$ cat src/rtl/trig_pkg.sv
// Shared types for the trigger unit.
// Assumes the per-channel condition is coded by {level bit, polarity bit}.
package trig_pkg;

    typedef enum logic [1:0] {
        COND_RISE = 2'b00,
        COND_FALL = 2'b01,
        COND_LOW  = 2'b10,
        COND_HIGH = 2'b11
    } chan_cond_e;

    // Map the two configuration bits of one channel onto its condition.
    function automatic chan_cond_e cond_of(input logic lvl, input logic pol);
        return chan_cond_e'({lvl, pol});
    endfunction

endpackage

$ cat src/rtl/trig_chan_match.sv
// One channel's condition evaluator.
// Reports match=1 when the channel does not take part (inactive or not enabled)
// so that the caller can AND all channels. Purely combinational.
module trig_chan_match
    import trig_pkg::*;
(
    input  logic cur,      // current strobed sample bit
    input  logic prv,      // previous strobed sample bit
    input  logic prv_ok,   // previous sample exists since arming
    input  logic active,   // channel-active bit
    input  logic enable,   // trigger-enable bit
    input  logic lvl,      // level (1) or edge (0)
    input  logic pol,      // high/falling (1) or low/rising (0)
    output logic match
);

    chan_cond_e cond;

    // Decode the condition and evaluate it against the sample pair.
    always_comb begin
        cond = cond_of(lvl, pol);
        if (!(active && enable)) begin
            match = 1'b1;
        end else begin
            unique case (cond)
                COND_LOW:  match = !cur;
                COND_HIGH: match = cur;
                COND_RISE: match = prv_ok && !prv && cur;
                COND_FALL: match = prv_ok && prv && !cur;
                default:   match = 1'b0;
            endcase
        end
    end

endmodule

$ cat src/rtl/trig_cfg_check.sv
// Configuration checker: flags more than one edge-qualified trigger channel
// and reports whether any channel takes part at all. Combinational.
module trig_cfg_check #(
    parameter int NUM_CH = 16
) (
    input  logic [NUM_CH-1:0] chan_mask,
    input  logic [NUM_CH-1:0] en_mask,
    input  logic [NUM_CH-1:0] lvl_mask,
    output logic              edge_multi,
    output logic              any_enabled
);

    localparam logic [NUM_CH-1:0] ONE = {{(NUM_CH-1){1'b0}}, 1'b1};

    logic [NUM_CH-1:0] edge_bits;

    // Clearing the lowest set bit leaves something only if two or more were set.
    always_comb begin
        edge_bits   = chan_mask & en_mask & ~lvl_mask;
        edge_multi  = |(edge_bits & (edge_bits - ONE));
        any_enabled = |(chan_mask & en_mask);
    end

endmodule

$ cat src/rtl/trig_sequencer.sv
// Arm/fire sequencer with the previous-sample register.
// Assumes all_match and edge_multi are combinational views of the current
// sample and masks. Arm has priority and discards a same-cycle sample.
module trig_sequencer #(
    parameter int NUM_CH = 16
) (
    input  logic              clk,
    input  logic              rst_n,
    input  logic              arm,
    input  logic              smp_valid,
    input  logic [NUM_CH-1:0] smp_data,
    input  logic              all_match,
    input  logic              edge_multi,
    output logic [NUM_CH-1:0] prev_data,
    output logic              prev_ok,
    output logic              trig_hit,
    output logic              cfg_err
);

    typedef enum logic {ST_IDLE, ST_ARMED} seq_state_e;

    seq_state_e state;

    // Arm, capture strobed samples, fire once and drop back to idle.
    always_ff @(posedge clk) begin
        if (!rst_n) begin
            state     <= ST_IDLE;
            prev_data <= '0;
            prev_ok   <= 1'b0;
            trig_hit  <= 1'b0;
            cfg_err   <= 1'b0;
        end else begin
            trig_hit <= 1'b0;
            cfg_err  <= edge_multi;
            if (arm) begin
                state   <= ST_ARMED;
                prev_ok <= 1'b0;
            end else if (smp_valid && state == ST_ARMED) begin
                prev_data <= smp_data;
                prev_ok   <= 1'b1;
                if (all_match && !edge_multi) begin
                    trig_hit <= 1'b1;
                    state    <= ST_IDLE;
                end
            end
        end
    end

endmodule

$ cat src/rtl/trig_unit.sv
// Multi-channel level/edge trigger unit (top).
// One condition evaluator per channel, an edge-count checker and the
// arm/fire sequencer. Masks are assumed stable while samples are evaluated.
module trig_unit #(
    parameter int NUM_CH = 16
) (
    input  logic              clk,
    input  logic              rst_n,
    input  logic              arm,
    input  logic              smp_valid,
    input  logic [NUM_CH-1:0] smp_data,
    input  logic [NUM_CH-1:0] chan_mask,
    input  logic [NUM_CH-1:0] en_mask,
    input  logic [NUM_CH-1:0] lvl_mask,
    input  logic [NUM_CH-1:0] pol_mask,
    output logic              trig_hit,
    output logic              cfg_err
);

    logic [NUM_CH-1:0] chan_match;
    logic [NUM_CH-1:0] prev_data;
    logic              prev_ok;
    logic              edge_multi;
    logic              any_enabled;
    logic              all_match;

    for (genvar g = 0; g < NUM_CH; g++) begin : g_chan
        trig_chan_match u_match (
            .cur    (smp_data[g]),
            .prv    (prev_data[g]),
            .prv_ok (prev_ok),
            .active (chan_mask[g]),
            .enable (en_mask[g]),
            .lvl    (lvl_mask[g]),
            .pol    (pol_mask[g]),
            .match  (chan_match[g])
        );
    end

    trig_cfg_check #(.NUM_CH(NUM_CH)) u_cfg (
        .chan_mask   (chan_mask),
        .en_mask     (en_mask),
        .lvl_mask    (lvl_mask),
        .edge_multi  (edge_multi),
        .any_enabled (any_enabled)
    );

    // AND of all channel conditions; with nothing enabled the unit is bypassed.
    always_comb begin
        all_match = any_enabled ? (&chan_match) : 1'b1;
    end

    trig_sequencer #(.NUM_CH(NUM_CH)) u_seq (
        .clk        (clk),
        .rst_n      (rst_n),
        .arm        (arm),
        .smp_valid  (smp_valid),
        .smp_data   (smp_data),
        .all_match  (all_match),
        .edge_multi (edge_multi),
        .prev_data  (prev_data),
        .prev_ok    (prev_ok),
        .trig_hit   (trig_hit),
        .cfg_err    (cfg_err)
    );

endmodule

$ cat config.mk
export PLATFORM = sky130hd
export DESIGN_NAME = trig_unit
export DESIGN_NICKNAME = d
export VERILOG_FILES = /design/src/rtl/trig_pkg.sv /design/src/rtl/trig_chan_match.sv /design/src/rtl/trig_cfg_check.sv /design/src/rtl/trig_sequencer.sv /design/src/rtl/trig_unit.sv
export SDC_FILE = /design/constraint.sdc
export NUM_CORES = 1
export LEC_CHECK = 0
export ABC_AREA = 0
export BUFFER_PORTS_ARGS = -buffer_cell sky130_fd_sc_hd__buf_2
export CAP_MARGIN = 40
export CORE_UTILIZATION = 50
export CTS_BUF_LIST = sky130_fd_sc_hd__clkbuf_4
export CTS_CLUSTER_DIAMETER = 150
export DETAILED_ROUTE_END_ITERATION = 16
export HOLD_SLACK_MARGIN = 0.03
export PLACE_DENSITY_LB_ADDON = 0.3
export SYNTH_ARGS = -nofsm -noshare
export SYNTH_HDL_FRONTEND = slang
export SYNTH_HIERARCHICAL = 1
export SYNTH_SLANG_ARGS = --single-unit
$ cat constraint.sdc
create_clock -name clk -period 2.3 [get_ports clk]
set_input_delay 0 -clock clk [delete_from_list [all_inputs] [get_ports clk]]
set_output_delay 0 -clock clk [all_outputs]
set_load 0.005 [all_outputs]
==> results.yml, run 1 <==
power:
  cellPowerDensity_nw_per_um2: 333
  cell_internal_pwr_mw: 0.591
  share_comb_of_total_power_pct: 37.9
  seq_power_share_pct: 41.7
  ir_worst_vdd_mv: 0.196
  p_sw_mw: 0.293
  netSwitchingFraction_pct: 33.2
  pwr-share-clk_pct: 20.5
  power_leakage_nw: 1.17
  finalPower_mw: 0.884
setup_path:
  worstPathRequired_ns: 2.52
  timing.critical_path.arrival_ns: 2.14
  critical_path.reg2reg.startpoint: "u_seq/prev_ok"
  crit_path_cell_trace: "buf_4, o21ai_1, o2111ai_1, nand4_1, o41ai_2, inv_1, nor4_1"
  critPathMaxStageDelay_ns: 0.47
  worstSetupEndpointType: "register"
  crit_slowest_cell: "sky130_fd_sc_hd__dfxtp_1"
  startpoint_type: "register"
  worstSetupStartpoint: "u_seq/prev_ok"
  worstSetupPathType: "register to register"
  critical_path.max_fanout: 7
drt:
  routed_wirelength_mm: 5.51
  route.vias.total: 2232
  drt-vias-per-instance: 5.65
  wl_per_cell_um: 14.0
  drt_iter0_markers: 105
  ant_nets: 0
  drt_pre_antenna_iters: 4
  drc_errors: 0
timing:
  hold_viol_final: 0
  clock_skew_ns: 0.00715
  fmax_ghz: 0.522
  unrepaired_setup_endpoints_after_global_routing: "no"
  layout_min_cycle_time_ns: 1.92
  setup_viol_count_final: 0
  setup-tns-final_ns: 0
  timing.max_slew.rel_slack_pct: 60.1
  timing_worst_slew_pin_value_ns: 0.598
  maxSlewViolCount: 0
  final_min_period_over_clock_period_pct: 83.3
final_layout:
  layout.area.seq_um2: 400
  antenna_cells: 0
  stdcell_count: 395
  post-route-util_pct: 70.9
  synthToLayoutAreaGrowth_pct: 33.0
  area_of_combinational_cells_with_multiple_inputs_um2: 1540
  final_nets: 433
  final_design_area_no_fill_um2: 2660
  drive_gt1_share_pct: 34.9
  fillerInstances: 322
placement:
  dp_cells: 374
  cell_area_reported_after_detailed_placement_um2: 2450
  gp_routability_congestion: 0.851
  port_buffer_count: 85
  place_hpwl_mm: 4.33
logic_synthesis:
  post_synth_top_area_share_pct: 20.1
  post_synth_instance_area_um2: 2000
  post_synth_inst_count: 244
  synth-edff-count: 0
  syn_nets: 328
  synth_cell_types: 37
  async_flop_share_pct: 0
  most_repeated_cell_in_the_gate_level_netlist_after_synthesis: "sky130_fd_sc_hd__nand2_1"
  synth.largest_area_cell: "sky130_fd_sc_hd__dfxtp_1"
  synth_top_area_cells: "sky130_fd_sc_hd__dfxtp_1 20%, sky130_fd_sc_hd__nand2_1 11%, sky130_fd_sc_hd__nor3b_2 10%"
  yosysWarnings: 6
  ys_seq_area_share_pct: 20.1
  synth_area_per_cell_um2: 8.18
  synth_common_cells: "56 x sky130_fd_sc_hd__nand2_1, 20 x sky130_fd_sc_hd__dfxtp_1, 17 x sky130_fd_sc_hd__and3b_1, 17 x sky130_fd_sc_hd__o21ai_1"
  ys_dominant_reg_cell: "sky130_fd_sc_hd__dfxtp_1"
  synth_seq_cells: 20
clocking:
  inserted_clock_buffers: 3
  worst_path_clk_slew_ns: 0.12
  numClockSinks: 20
  clk-insertion-delay-late_ns: 0.31
  cts_repair_resize_count: 0
  cts.root.buffer_cell: "sky130_fd_sc_hd__clkbuf_4"
  tritoncts: "built"
  cts.path.max_buffers: 2
  ctsHtreeMaxLevel: 1
global_routing:
  grt_antenna_before_repair: 0
  grt_max_degree: 36
  global_route.overflow_total: 0
  global_route_wire_length_before_repair_mm: 9.14
  grt_util_all_layers_pct: 27.1
  first_global_vias: 2098
die:
  initial_core_util_pct: 53.3
  fp.coreArea_um2: 3740
  fp-row-count: 22
  design.portCount: 86
  die_area_um2: 4250
  dieWidth_um: 65.2
  die_height_um: 65.2
outcome:
  result_of_the_run: "complete, no violations"
job:
  drv.max_cap_violation_count: 0
worst_hold_path:
  holdCritPathClass: "primary input to register"
  min-delay-start: "en_mask[1]"
## metrics by stage
stage | setup WS (ns) | hold WS [ns]
6_report | 0.384 | 0.188
5_1_grt | 0.213 | 0.220
4_1_cts | 0.412 | 0.193
3_5_place_dp | 0.397 | 0.279
3_3_place_gp | 0.465 | 0.266
2_1_floorplan | 0.648 | 0.131
## power groups by stage
stage               logic (mW)  registers [mW]  clock network [mW]
global route             0.369           0.370               0.202
CTS                      0.333           0.368               0.181
detailed placement       0.308           0.376                   0
floorplan                0.164           0.375                   0
finish                   0.335           0.369               0.181
global placement         0.304           0.376                   0
## area by class of cell
cell class | instances | share of cell area [%]
clock buffers | 3 | 0.848
inverters | 1 | 0.141
multi-input cells | 217 | 58.0
well taps | 48 | 2.26
flip-flops and latches | 20 | 15.1
repair buffers | 106 | 23.7
## flip-flops by register name (all words and copies together), names as in the netlist
| register | count |
|---|---|
| u_seq/cfg_err | 1 |
| u_seq/state | 1 |
| u_seq/prev_data | 16 |
| u_seq/prev_ok | 1 |
| u_seq/trig_hit | 1 |
## final timing paths
check | slack [ns] | cells after the start | end
setup / recovery | 0.38 | 7 | u_seq/trig_hit
hold / removal | 0.19 | 6 | u_seq/trig_hit
setup reg to reg | 0.38 | 7 | u_seq/trig_hit
hold reg to reg | 0.49 | 2 | u_seq/prev_data[9]
## layout by cell type, fill, tap and decap left out, types with 2 or more instances in the layout
| cell | count |
|---|---|
| sky130_fd_sc_hd__a21oi_1 | 3 |
| sky130_fd_sc_hd__a22oi_1 | 4 |
| sky130_fd_sc_hd__and3b_1 | 17 |
| sky130_fd_sc_hd__buf_2 | 85 |
| sky130_fd_sc_hd__buf_4 | 3 |
| sky130_fd_sc_hd__clkbuf_4 | 3 |
| sky130_fd_sc_hd__dfxtp_1 | 20 |
| sky130_fd_sc_hd__dlygate4sd3_1 | 18 |
| sky130_fd_sc_hd__mux2i_1 | 16 |
| sky130_fd_sc_hd__nand2_1 | 56 |
| sky130_fd_sc_hd__nand2_2 | 3 |
| sky130_fd_sc_hd__nand3_1 | 5 |
| sky130_fd_sc_hd__nand3b_1 | 4 |
| sky130_fd_sc_hd__nand3b_2 | 4 |
| sky130_fd_sc_hd__nand3b_4 | 2 |
| sky130_fd_sc_hd__nand4_1 | 7 |
| sky130_fd_sc_hd__nor2_1 | 8 |
| sky130_fd_sc_hd__nor3b_2 | 16 |
| sky130_fd_sc_hd__nor4_1 | 4 |
| sky130_fd_sc_hd__o2111ai_1 | 16 |
| sky130_fd_sc_hd__o21ai_0 | 4 |
| sky130_fd_sc_hd__o21ai_1 | 17 |
| sky130_fd_sc_hd__o22ai_1 | 2 |
| sky130_fd_sc_hd__xnor2_1 | 16 |
## cell families after synthesis
group / count (synthesis) / share of synthesized area [%]
AND/OR/NAND/NOR: 132 / 43.3
AO/OA/AOI/OAI: 53 / 18.8
multiplexers: 16 / 8.02
XOR/XNOR: 16 / 7.02
buffers and inverters: 7 / 2.76
flip-flops: 20 / 20.1
## critical path: cells and delay by family (launching register included)
| family | cells | cell delay [ns] |
|---|---|---|
| flip-flops | 1 | 0.47 |
| buffers and inverters | 2 | 0.27 |
| AO/OA/AOI/OAI | 3 | 0.68 |
| AND/OR/NAND/NOR | 2 | 0.40 |
## layer usage
metal | vias to the layer above | GRT usage [%] | wire length [µm]
li1 | 1133 | - | -
met1 | 1023 | 33.4 | 2410
met2 | 72 | 50.0 | 2790
met3 | 4 | 3.13 | 274
met4 | 0 | 5.71 | 36
met5 | - | 0 | 0
## what timing repair did
item                                   CTS  global route
hold buffers                            18             0
setup buffers                            0             0
endpoints found under the hold margin   19             0
No activity file was read; power rests on OpenSTA's default activity.
==> run 2: changes to the inputs <==
--- a/config.mk
+++ b/config.mk
@@ -8,7 +8,7 @@
 export ABC_AREA = 0
 export BUFFER_PORTS_ARGS = -buffer_cell sky130_fd_sc_hd__buf_2
 export CAP_MARGIN = 40
-export CORE_UTILIZATION = 50
+export CORE_UTILIZATION = 45
 export CTS_BUF_LIST = sky130_fd_sc_hd__clkbuf_4
 export CTS_CLUSTER_DIAMETER = 150
 export DETAILED_ROUTE_END_ITERATION = 16
==> constraint.sdc (replaced) <==
create_clock -name clk -period 1.55 [get_ports clk]
set_input_delay 0 -clock clk [delete_from_list [all_inputs] [get_ports clk]]
set_output_delay 0 -clock clk [all_outputs]
set_load 0.005 [all_outputs]
==> run 2 against run 1 <==
The flow now finishes with violations (negative setup slack). Die area is 11% higher. Clock power is 150% higher. Via count grew 8.6%. Wire length rose by 7.1%. Critical path depth did not move. Combinational power is 75% higher. Critical path type unchanged. Largest cell class unchanged. Largest power group is now combinational logic.
==> results.yml, run 2 (synthesis gave the netlist of run 1 again) <==
setup_path:
  r2r_setup_slack_ns: -0.15
  worstPathRequired_ns: 1.78
  timing.critical_path.arrival_ns: 1.93
  worstSetupEndpointType: "register"
  worstSetupPathType: "register to register"
  r2r_cells: 7
  worstSetupStartpoint: "u_seq/prev_data[5]"
  critical_path.reg2reg.startpoint: "u_seq/prev_data[5]"
  critical_path.max_fanout: 3
  startpoint_type: "register"
  worst_setup_path_endpoint: "u_seq/trig_hit"
  worstReg2RegEnd: "u_seq/trig_hit"
placement:
  place_hpwl_mm: 4.73
  dpl_ws_ns: -0.170
  gp_routability_congestion: 0.852
  port_buffer_count: 85
power:
  seq_power_share_pct: 34.6
  ir_worst_vdd_mv: 0.463
  pwr-share-clk_pct: 28.4
  power_leakage_nw: 1.39
  cellPowerDensity_nw_per_um2: 524
  netSwitchingFraction_pct: 29.4
  p_sw_mw: 0.466
  cell_internal_pwr_mw: 1.12
  share_comb_of_total_power_pct: 37.0
timing:
  layout_min_cycle_time_ns: 1.70
  worst_slack_ns: -0.145
  hold_viol_final: 0
  timing_worst_slew_pin_value_ns: 0.623
  fmax_ghz: 0.590
  setup_viol_count_final: 2
  final_min_period_over_clock_period_pct: 109
  clock_skew_ns: 0.00349
  timing.max_slew.rel_slack_pct: 58.5
  setup-tns-final_ns: -0.289
  maxSlewViolCount: 0
  unrepaired_setup_endpoints_after_global_routing: "yes"
final_layout:
  antenna_cells: 0
  largest-register: "u_seq/prev_data"
  largest_register_ff_count: 16
  mostFrequentLayoutCell: "sky130_fd_sc_hd__buf_2"
  synthToLayoutAreaGrowth_pct: 51.2
  area_of_combinational_cells_with_multiple_inputs_um2: 1550
  layout_common_cells: "85 x sky130_fd_sc_hd__buf_2, 56 x sky130_fd_sc_hd__nand2_1, 43 x sky130_fd_sc_hd__buf_4"
  final_nets: 473
  drive_gt1_share_pct: 44.8
  fillerInstances: 344
  layout.area.seq_um2: 413
drt:
  routed_wirelength_mm: 5.91
  drt_iter0_markers: 65
  drc_errors: 0
  drt-vias-per-instance: 5.53
  wl_per_cell_um: 13.5
  route.vias.total: 2423
  ant_nets: 0
  drt_pre_antenna_iters: 4
global_routing:
  grt_antenna_before_repair: 0
  first_global_vias: 2192
  grt_max_degree: 36
  global_route.overflow_total: 0
  grt_util_all_layers_pct: 25.4
  global_route_wire_length_before_repair_mm: 8.95
die:
  initial_core_util_pct: 48.5
  die_height_um: 68.6
  die_area_um2: 4710
  fp.coreArea_um2: 4120
  design.portCount: 86
  dieWidth_um: 68.6
  fp-row-count: 23
clocking:
  worst_path_clk_slew_ns: 0.13
  inserted_clock_buffers: 3
  ctsHtreeMaxLevel: 1
  cts.root.buffer_cell: "sky130_fd_sc_hd__clkbuf_4"
  cts.path.max_buffers: 2
  clk-insertion-delay-late_ns: 0.31
  tritoncts: "built"
  numClockSinks: 20
job:
  drv.max_cap_violation_count: 0
worst_hold_path:
  holdCritPathClass: "primary input to register"
outcome:
  violations_in_the_final_reports: "negative setup slack"
  result_of_the_run: "finished with violations"
==> run 2: cell count changes in the layout (fill, tap and decap cells not counted), sizes merged <==
cell and delta:
buf +41, bufinv +1, dlygate4sd3 -1
==> run 2: area by class of cell <==
type / count / share of cell area (%)
multi-input cells: 217 / 51.3
well taps: 50 / 2.07
inverters: 1 / 0.124
clock buffers: 3 / 0.747
clock inverters: 1 / 0.995
repair buffers: 146 / 31.1
flip-flops and latches: 20 / 13.7
==> run 2: power by group through the flow <==
stage	clock [mW]	combinational, mW	sequential [mW]
global placement	0	0.533	0.557
global route	0.484	0.636	0.551
floorplan	0	0.244	0.557
CTS	0.454	0.580	0.547
detailed placement	0	0.544	0.558
finish	0.448	0.586	0.548
==> run 2: worst max-delay path, cell delays in order, from the launching register on <==
cell	delay, ns
sky130_fd_sc_hd__dfxtp_1	0.38
sky130_fd_sc_hd__and3b_1	0.17
sky130_fd_sc_hd__o21ai_1	0.07
sky130_fd_sc_hd__o2111ai_1	0.22
sky130_fd_sc_hd__nand4_1	0.16
sky130_fd_sc_hd__o41ai_2	0.31
sky130_fd_sc_hd__inv_1	0.07
sky130_fd_sc_hd__nor4_1	0.24
==> run 2: metrics by stage <==
stage | cell area, µm² | power, mW | hold WS [ns] | utilization (%) | cells
2_1_floorplan | 2000 | 0.801 | 0.131 | - | 244
3_3_place_gp | 2780 | 1.09 | 0.272 | 67.6 | 417
3_5_place_dp | 2780 | 1.10 | 0.286 | 67.6 | 417
4_1_cts | 3010 | 1.58 | 0.0586 | 73.1 | 438
5_1_grt | 3020 | 1.67 | 0.0639 | 73.3 | 438
6_report | 3020 | 1.58 | 0.0633 | 73.3 | 438
==> run 2: what timing repair did <==
item / CTS / global route
endpoints found under the hold margin: 18 / 0
setup endpoints to repair: 2 / 2
buffers inserted: 0 / 0
hold buffers: 17 / 0
resized for setup: 3 / 3
==> run 2: worst min path at each step <==
stage                     slack (ns)  depth (start not counted)         start             endpoint
final                           0.06                          4  smp_data[14]  u_seq/prev_data[14]
after global routing            0.06                          4  smp_data[14]  u_seq/prev_data[14]
after CTS                       0.06                          4  smp_data[14]  u_seq/prev_data[14]
after detailed placement        0.29                          3   smp_data[4]   u_seq/prev_data[4]
after global placement          0.27                          3     smp_valid       u_seq/trig_hit
after floorplan                 0.13                          2     smp_valid       u_seq/trig_hit
==> run 2: layer usage <==
metal  track usage (%)  routed length [µm]
met5                 0                   0
met2              48.4                2990
met3              4.44                 281
met4              7.03                  88
met1              28.4                2550
